### src/rtl/err_status_pkg.sv
package err_status_pkg;
  localparam int HL_W    = 6;  // over/under-limit channels
  localparam int FLT_N   = 4;  // remote diode channels
  localparam int VSEL_N  = 3;  // remote channels that may be voltage inputs
  localparam int DATA_W  = 8;
  localparam int ADDR_W  = 8;

  localparam logic [ADDR_W-1:0] A_SUMMARY = 8'h23;
  localparam logic [ADDR_W-1:0] A_HIGH    = 8'h24;
  localparam logic [ADDR_W-1:0] A_LOW     = 8'h25;
  localparam logic [ADDR_W-1:0] A_FAULT   = 8'h26;

  typedef enum logic [2:0] {
    SEL_NONE, SEL_SUM, SEL_HIGH, SEL_LOW, SEL_FAULT
  } reg_sel_e;

  function automatic reg_sel_e decode_addr(input logic [ADDR_W-1:0] a);
    case (a)
      A_SUMMARY: return SEL_SUM;
      A_HIGH:    return SEL_HIGH;
      A_LOW:     return SEL_LOW;
      A_FAULT:   return SEL_FAULT;
      default:   return SEL_NONE;
    endcase
  endfunction
endpackage

### src/rtl/err_fault_gate.sv
module err_fault_gate #(
  parameter int N_CH   = 4,
  parameter int N_VSEL = 3
) (
  input  logic [N_CH-1:0]   raw_flt,
  input  logic [N_VSEL-1:0] vsel,
  output logic [N_CH-1:0]   eff_flt
);
  for (genvar i = 0; i < N_CH; i++) begin : g_ch
    if (i < N_VSEL) begin : g_maskable
      // a channel measuring voltage has no diode to fault
      assign eff_flt[i] = raw_flt[i] & ~vsel[i];
    end else begin : g_fixed
      assign eff_flt[i] = raw_flt[i];
    end
  end
endmodule

### src/rtl/err_sticky_bank.sv
module err_sticky_bank #(
  parameter int W = 6
) (
  input  logic         clk,
  input  logic         rst,
  input  logic         meas_valid,
  input  logic [W-1:0] cond,
  input  logic         rd_clr,
  output logic [W-1:0] status
);
  logic [W-1:0] active;   // last sampled condition per bit
  logic [W-1:0] set_v;
  logic [W-1:0] clr_v;

  assign set_v = meas_valid ? cond : '0;
  assign clr_v = rd_clr ? ~active : '0;

  always_ff @(posedge clk) begin
    if (rst) begin
      active <= '0;
      status <= '0;
    end else begin
      if (meas_valid) active <= cond;
      // set wins over clear for a coincident new event
      status <= (status & ~clr_v) | set_v;
    end
  end

  assert_set_sticks_R7: assert property (@(posedge clk) disable iff (rst)
    (meas_valid && |cond) |=> ((status & $past(cond)) == $past(cond)));

  assert_persist_kept_R6: assert property (@(posedge clk) disable iff (rst)
    rd_clr |=> ((status & $past(status & active)) == $past(status & active)));

  assert_no_clear_wo_read_R2: assert property (@(posedge clk) disable iff (rst)
    !rd_clr |=> ((status & $past(status)) == $past(status)));
endmodule

### src/rtl/err_read_mux.sv
module err_read_mux
  import err_status_pkg::*;
(
  input  logic              clk,
  input  logic              rst,
  input  logic              rd_en,
  input  reg_sel_e          sel,
  input  logic [HL_W-1:0]   hi_st,
  input  logic [HL_W-1:0]   lo_st,
  input  logic [FLT_N-1:0]  flt_st,
  output logic              rd_valid,
  output logic [DATA_W-1:0] rd_data
);
  logic [DATA_W-1:0] word;

  always_comb begin
    word = '0;
    unique case (sel)
      SEL_SUM:   word[2:0] = {|hi_st, |lo_st, |flt_st};
      SEL_HIGH:  word[HL_W-1:0] = hi_st;
      SEL_LOW:   word[HL_W-1:0] = lo_st;
      SEL_FAULT: word[FLT_N:1] = flt_st;
      default:   word = '0;
    endcase
  end

  always_ff @(posedge clk) begin
    if (rst) begin
      rd_valid <= 1'b0;
      rd_data  <= '0;
    end else begin
      rd_valid <= rd_en;
      if (rd_en) rd_data <= word;
    end
  end

  assert_unused_zero_R9: assert property (@(posedge clk) disable iff (rst)
    rd_valid |-> (rd_data[DATA_W-1:HL_W] == '0));
endmodule

### src/rtl/err_status_bank.sv
module err_status_bank
  import err_status_pkg::*;
(
  input  logic              clk,
  input  logic              rst,
  input  logic              meas_valid,
  input  logic [HL_W-1:0]   hi_cmp,
  input  logic [HL_W-1:0]   lo_cmp,
  input  logic [FLT_N-1:0]  diode_flt,
  input  logic [VSEL_N-1:0] volt_sel,
  input  logic              rd_en,
  input  logic [ADDR_W-1:0] rd_addr,
  output logic              rd_valid,
  output logic [DATA_W-1:0] rd_data
);
  reg_sel_e          sel;
  logic [FLT_N-1:0]  flt_eff;
  logic [HL_W-1:0]   hi_st, lo_st;
  logic [FLT_N-1:0]  flt_st;

  assign sel = decode_addr(rd_addr);

  err_fault_gate #(.N_CH(FLT_N), .N_VSEL(VSEL_N)) u_gate (
    .raw_flt(diode_flt), .vsel(volt_sel), .eff_flt(flt_eff)
  );

  err_sticky_bank #(.W(HL_W)) u_high (
    .clk(clk), .rst(rst), .meas_valid(meas_valid), .cond(hi_cmp),
    .rd_clr(rd_en && sel == SEL_HIGH), .status(hi_st)
  );

  err_sticky_bank #(.W(HL_W)) u_low (
    .clk(clk), .rst(rst), .meas_valid(meas_valid), .cond(lo_cmp),
    .rd_clr(rd_en && sel == SEL_LOW), .status(lo_st)
  );

  err_sticky_bank #(.W(FLT_N)) u_fault (
    .clk(clk), .rst(rst), .meas_valid(meas_valid), .cond(flt_eff),
    .rd_clr(rd_en && sel == SEL_FAULT), .status(flt_st)
  );

  err_read_mux u_mux (
    .clk(clk), .rst(rst), .rd_en(rd_en), .sel(sel),
    .hi_st(hi_st), .lo_st(lo_st), .flt_st(flt_st),
    .rd_valid(rd_valid), .rd_data(rd_data)
  );

  assert_summary_read_keeps_R5: assert property (@(posedge clk) disable iff (rst)
    (rd_en && sel == SEL_SUM) |=>
      (((hi_st & $past(hi_st)) == $past(hi_st)) &&
       ((lo_st & $past(lo_st)) == $past(lo_st)) &&
       ((flt_st & $past(flt_st)) == $past(flt_st))));

  assert_read_latency_R10: assert property (@(posedge clk) disable iff (rst)
    rd_en |=> rd_valid);
endmodule

### config.mk
export PLATFORM = sky130hd
export DESIGN_NAME = err_status_bank
export DESIGN_NICKNAME = d
export VERILOG_FILES = /design/src/rtl/err_status_pkg.sv /design/src/rtl/err_fault_gate.sv /design/src/rtl/err_sticky_bank.sv /design/src/rtl/err_read_mux.sv /design/src/rtl/err_status_bank.sv
export SDC_FILE = /design/constraint.sdc
export NUM_CORES = 1
export LEC_CHECK = 0
export BUFFER_PORTS_ARGS = -buffer_cell sky130_fd_sc_hd__buf_2
export CAP_MARGIN = 20
export CORE_MARGIN = 4
export CORE_UTILIZATION = 47
export CTS_CLUSTER_SIZE = 40
export DETAILED_ROUTE_END_ITERATION = 10
export PLACE_DENSITY = 0.7
export SETUP_SLACK_MARGIN = 0.05
export SLEW_MARGIN = 20
export SYNTH_ARGS = -nofsm -noshare
export SYNTH_HDL_FRONTEND = slang
export SYNTH_SLANG_ARGS = --single-unit
### constraint.sdc
create_clock -name clk -period 1.5 [get_ports clk]
set_input_delay 0.225 -clock clk [delete_from_list [all_inputs] [get_ports clk]]
set_output_delay 0.225 -clock clk [all_outputs]
set_load 0.01 [all_outputs]
==> metrics.md <==
| Metric | Value |
|---|---|
| CTS Sinks | `39` |
| Reg-to-Reg End | `u_mux.rd_data[2]$_SDFFE_PP0P_` |
| Crit path cell chain | `nor4_1 -> a21oi_1 -> a311oi_1 -> o21ai_0` |
| FP Rows | `21` |
| Antenna violation net count after detailed routing | `0` |
| Max incr delay on CP | `between 300 and 400 ps` |
| # DRC | `0` |
| CP Buf/Inv Count | `0` |
| Period minus WS final | `around 1300 ps` |
| Ranking of synthesized cells by area | `dfxtp_1 (46%), mux2i_1 (10%), a21oi_1 (9.4%)` |
| Setup WS pre-CTS | `-174 ps` |
| Ys flop type | `dfxtp_1` |
| Crit path DAT | `1560 ps` |
| Slew Limit Fails | `0` |
| Met2 wire length | `around 1.5 mm` |
| Seq cells post-synth | `39` |
| RSZ-0062 raised after global routing | `false` |
| Total Power | `roughly 2 mW` |
| Combinational power share | `13.2%` |
| Total grt overflow | `0` |
| Initial antenna violation count | `0` |
| Vias per cell | `approximately 5.3` |
| Worst Slack Setup Final | `around 170 ps` |
| Status | `complete, no violations` |
| Clock slew at reported path FFs | `about 110 ps` |
| I/O pin count | `40` |
| Hold Path Origin | `lo_cmp[4]` |
| Netlist cell types | `30` |
| Max Cap Viol | `0` |
| CP Class | `flip-flop to flip-flop` |
| Synth area leader | `dfxtp_1` |
| Post-synth top cells | `dfxtp_1 (39), nor2_1 (34), a21oi_1 (32)` |
| EDFF count, synth | `0` |
| Internal Power | `between 1 and 1.5 mW` |
| WL final | `between 3 and 4 mm` |
| Per-cell routed wire length | `around 13 µm` |
| Share of cells above drive strength 1 | `24.0%` |
| Fmax | `752 MHz` |
| Power Density | `between 900 and 1000 nW/µm²` |
| Pin count of the biggest net entering global routing | `40` |
| Inst Count DP | `between 200 and 300` |
| Layout overhead on the synthesized area | `17.6%` |
| FF-to-FF path depth | `4` |
| Clock Path Buffers | `2` |
| Leakage power | `0.851 nW` |
| Share of the synthesized area in the top cell type | `a little under half` |
| Register area share after synthesis | `45.9%` |
| Tot GR Track Use | `between 15 and 20%` |
| Total CTS buffers | `5` |
| Final core occ | `approximately three fifths` |
| Skew final | `8.19 ps` |
| First-pass GRT wire length | `~5.5 mm` |
| H-tree lvl count | `2` |
| Final setup violation count | `0` |
| Die Span Y | `around 68 µm` |
| Root Driver | `clkbuf_4` |
| R2R Path Start | `u_high.status[0]$_SDFF_PP0_` |
| Gp weighted congestion | `about 0.74` |
| Mapped Cells | `190` |
| Worst-Skew Late Latency | `340 ps` |
| Post-Syn Area | `approximately 1700 µm²` |
| Met3 wire len | `between 200 and 250 µm` |
| Hold bufs inserted after CTS | `0` |
| CTS tree | `built` |
| Post-Route M1 WL | `~1.7 mm` |
| DR iter-0 viols | `50` |
| Worst hold stages | `3` |
| Crit path launch type | `flip-flop` |
| Postcts setup bufs | `0` |
| Clk pwr share | `a little under a third` |
| First-pass DRT Iterations | `4` |
| Worst Path Required | `approximately 1700 ps` |
| PortBufs | `37` |
| HPWL Detailed | `2.52 mm` |
| Final Non-Filler Cells | `between 200 and 300` |
| Critical-path top delay cell | `dfxtp_1` |
| Ys Warns | `0` |
| Most frequent cell after synthesis | `dfxtp_1` |
| Fin Setup TNS | `0 ps` |
| Hold Crit Class | `primary input to flip-flop` |
| Peak supply drop | `0.764 mV` |
| Final #Nets | `between 200 and 300` |
| Flop pwr share | `56.8%` |
| Starting Density | `around half` |
| Endpoint, Worst Hold | `u_low.active[4]$_SDFFE_PP0P_` |
| Worst R2R Setup Slack | `~170 ps` |
| Final hold violation count | `0` |
| Ys async rst share | `0%` |
| Setup crit end kind | `flip-flop` |
| Switching share of total power | `24.8%` |
| CP top delay family | `compound AO/OA/AOI/OAI gates` |
| Final Cycle Share | `about nine tenths` |
| Via count | `between 1k and 1.5k` |
| Ant diodes | `0` |
| Critical path fanouts, max | `3` |
| Area of the core | `about 3400 µm²` |
| Avg Inst Size Synth | `8.94 µm²` |
| Max layer used | `met4` |
| Vias in the first global route | `1,211` |
| Die Wd | `68.1 µm` |
| Full die area | `4640 µm²` |
| Switching pwr | `0.491 mW` |
## per-stage QoR
step | area [µm²] | hold WS [ps]
global placement | 1920 | 436
finish | 2000 | 143
floorplan | 1700 | 372
detailed placement | 1920 | 443
global route | 2000 | 138
CTS | 1990 | 139
## cells by family after synthesis
family	Yosys count	synth area share [%]
compound gates	59	21.6
simple gates	55	15.9
other cells	1	0.221
flops	39	45.9
buf+inv	17	5.01
mux	19	11.3
## how the worst max path moves through the flow
stage,cells past startpoint,endpoint,from
2_1_floorplan,5,u_high.status[0]$_SDFF_PP0_,rd_addr[7]
3_3_place_gp,5,u_low.status[1]$_SDFF_PP0_,rd_addr[7]
3_5_place_dp,5,u_low.status[0]$_SDFF_PP0_,rd_addr[7]
4_1_cts,4,u_mux.rd_data[1]$_SDFFE_PP0P_,u_low.status[0]$_SDFF_PP0_
5_1_grt,4,u_mux.rd_data[1]$_SDFFE_PP0P_,u_low.status[0]$_SDFF_PP0_
6_report,4,u_mux.rd_data[2]$_SDFFE_PP0P_,u_high.status[0]$_SDFF_PP0_
## what timing repair did
item                                    4_1_cts  5_1_grt
endpoints found under the hold margin         0        0
gates resized for setup                       0        1
endpoints found under the setup margin        0        1
## layout make-up
cell class	instances	area, µm²
clock buffers	8	68.8
fillers	318	1420
inverters	2	7.51
multi-input cells	135	843
flip-flops and latches	39	781
well taps	46	57.6
repair buffers	41	240
## per-layer routing
layer / up-vias / track usage [%]
met3: 8 / 5.42
met2: 40 / 24.4
li1: 747 / -
met1: 631 / 20.3
met4: 0 / 7.20
met5: - / 0
## flip-flops by register name, indices dropped and copies added (netlist names)
register,cells
u_low.status,6
u_mux.rd_data,6
u_high.status,6
u_low.active,6
u_high.active,6
u_fault.status,4
u_mux.rd_valid,1
u_fault.active,4
## power groups by stage
stage                     combinational [mW]  clock (mW)  sequential [mW]
after floorplan                        0.174           0             1.14
after global placement                 0.255           0             1.15
after detailed placement               0.258           0             1.15
after CTS                              0.260       0.608             1.12
after global routing                   0.293       0.655             1.13
final                                  0.261       0.594             1.12
## cells in the final DEF, fill, tap and decap left out, drive strengths merged, types with 3 or more instances in the layout
cell type / instances
a211oi: 16
a21oi: 32
buf: 41
clkbuf: 8
dfxtp: 39
mux2i: 17
nand2: 6
nor2: 34
nor4: 3
o2bb2ai: 3
## worst reg2reg max path, delay by kind of cell, from the launching register on
family | cells | cell delay [ps]
compound gates | 3 | 570
flops | 1 | 330
simple gates | 1 | 310
(Power assumes the default switching activity.)
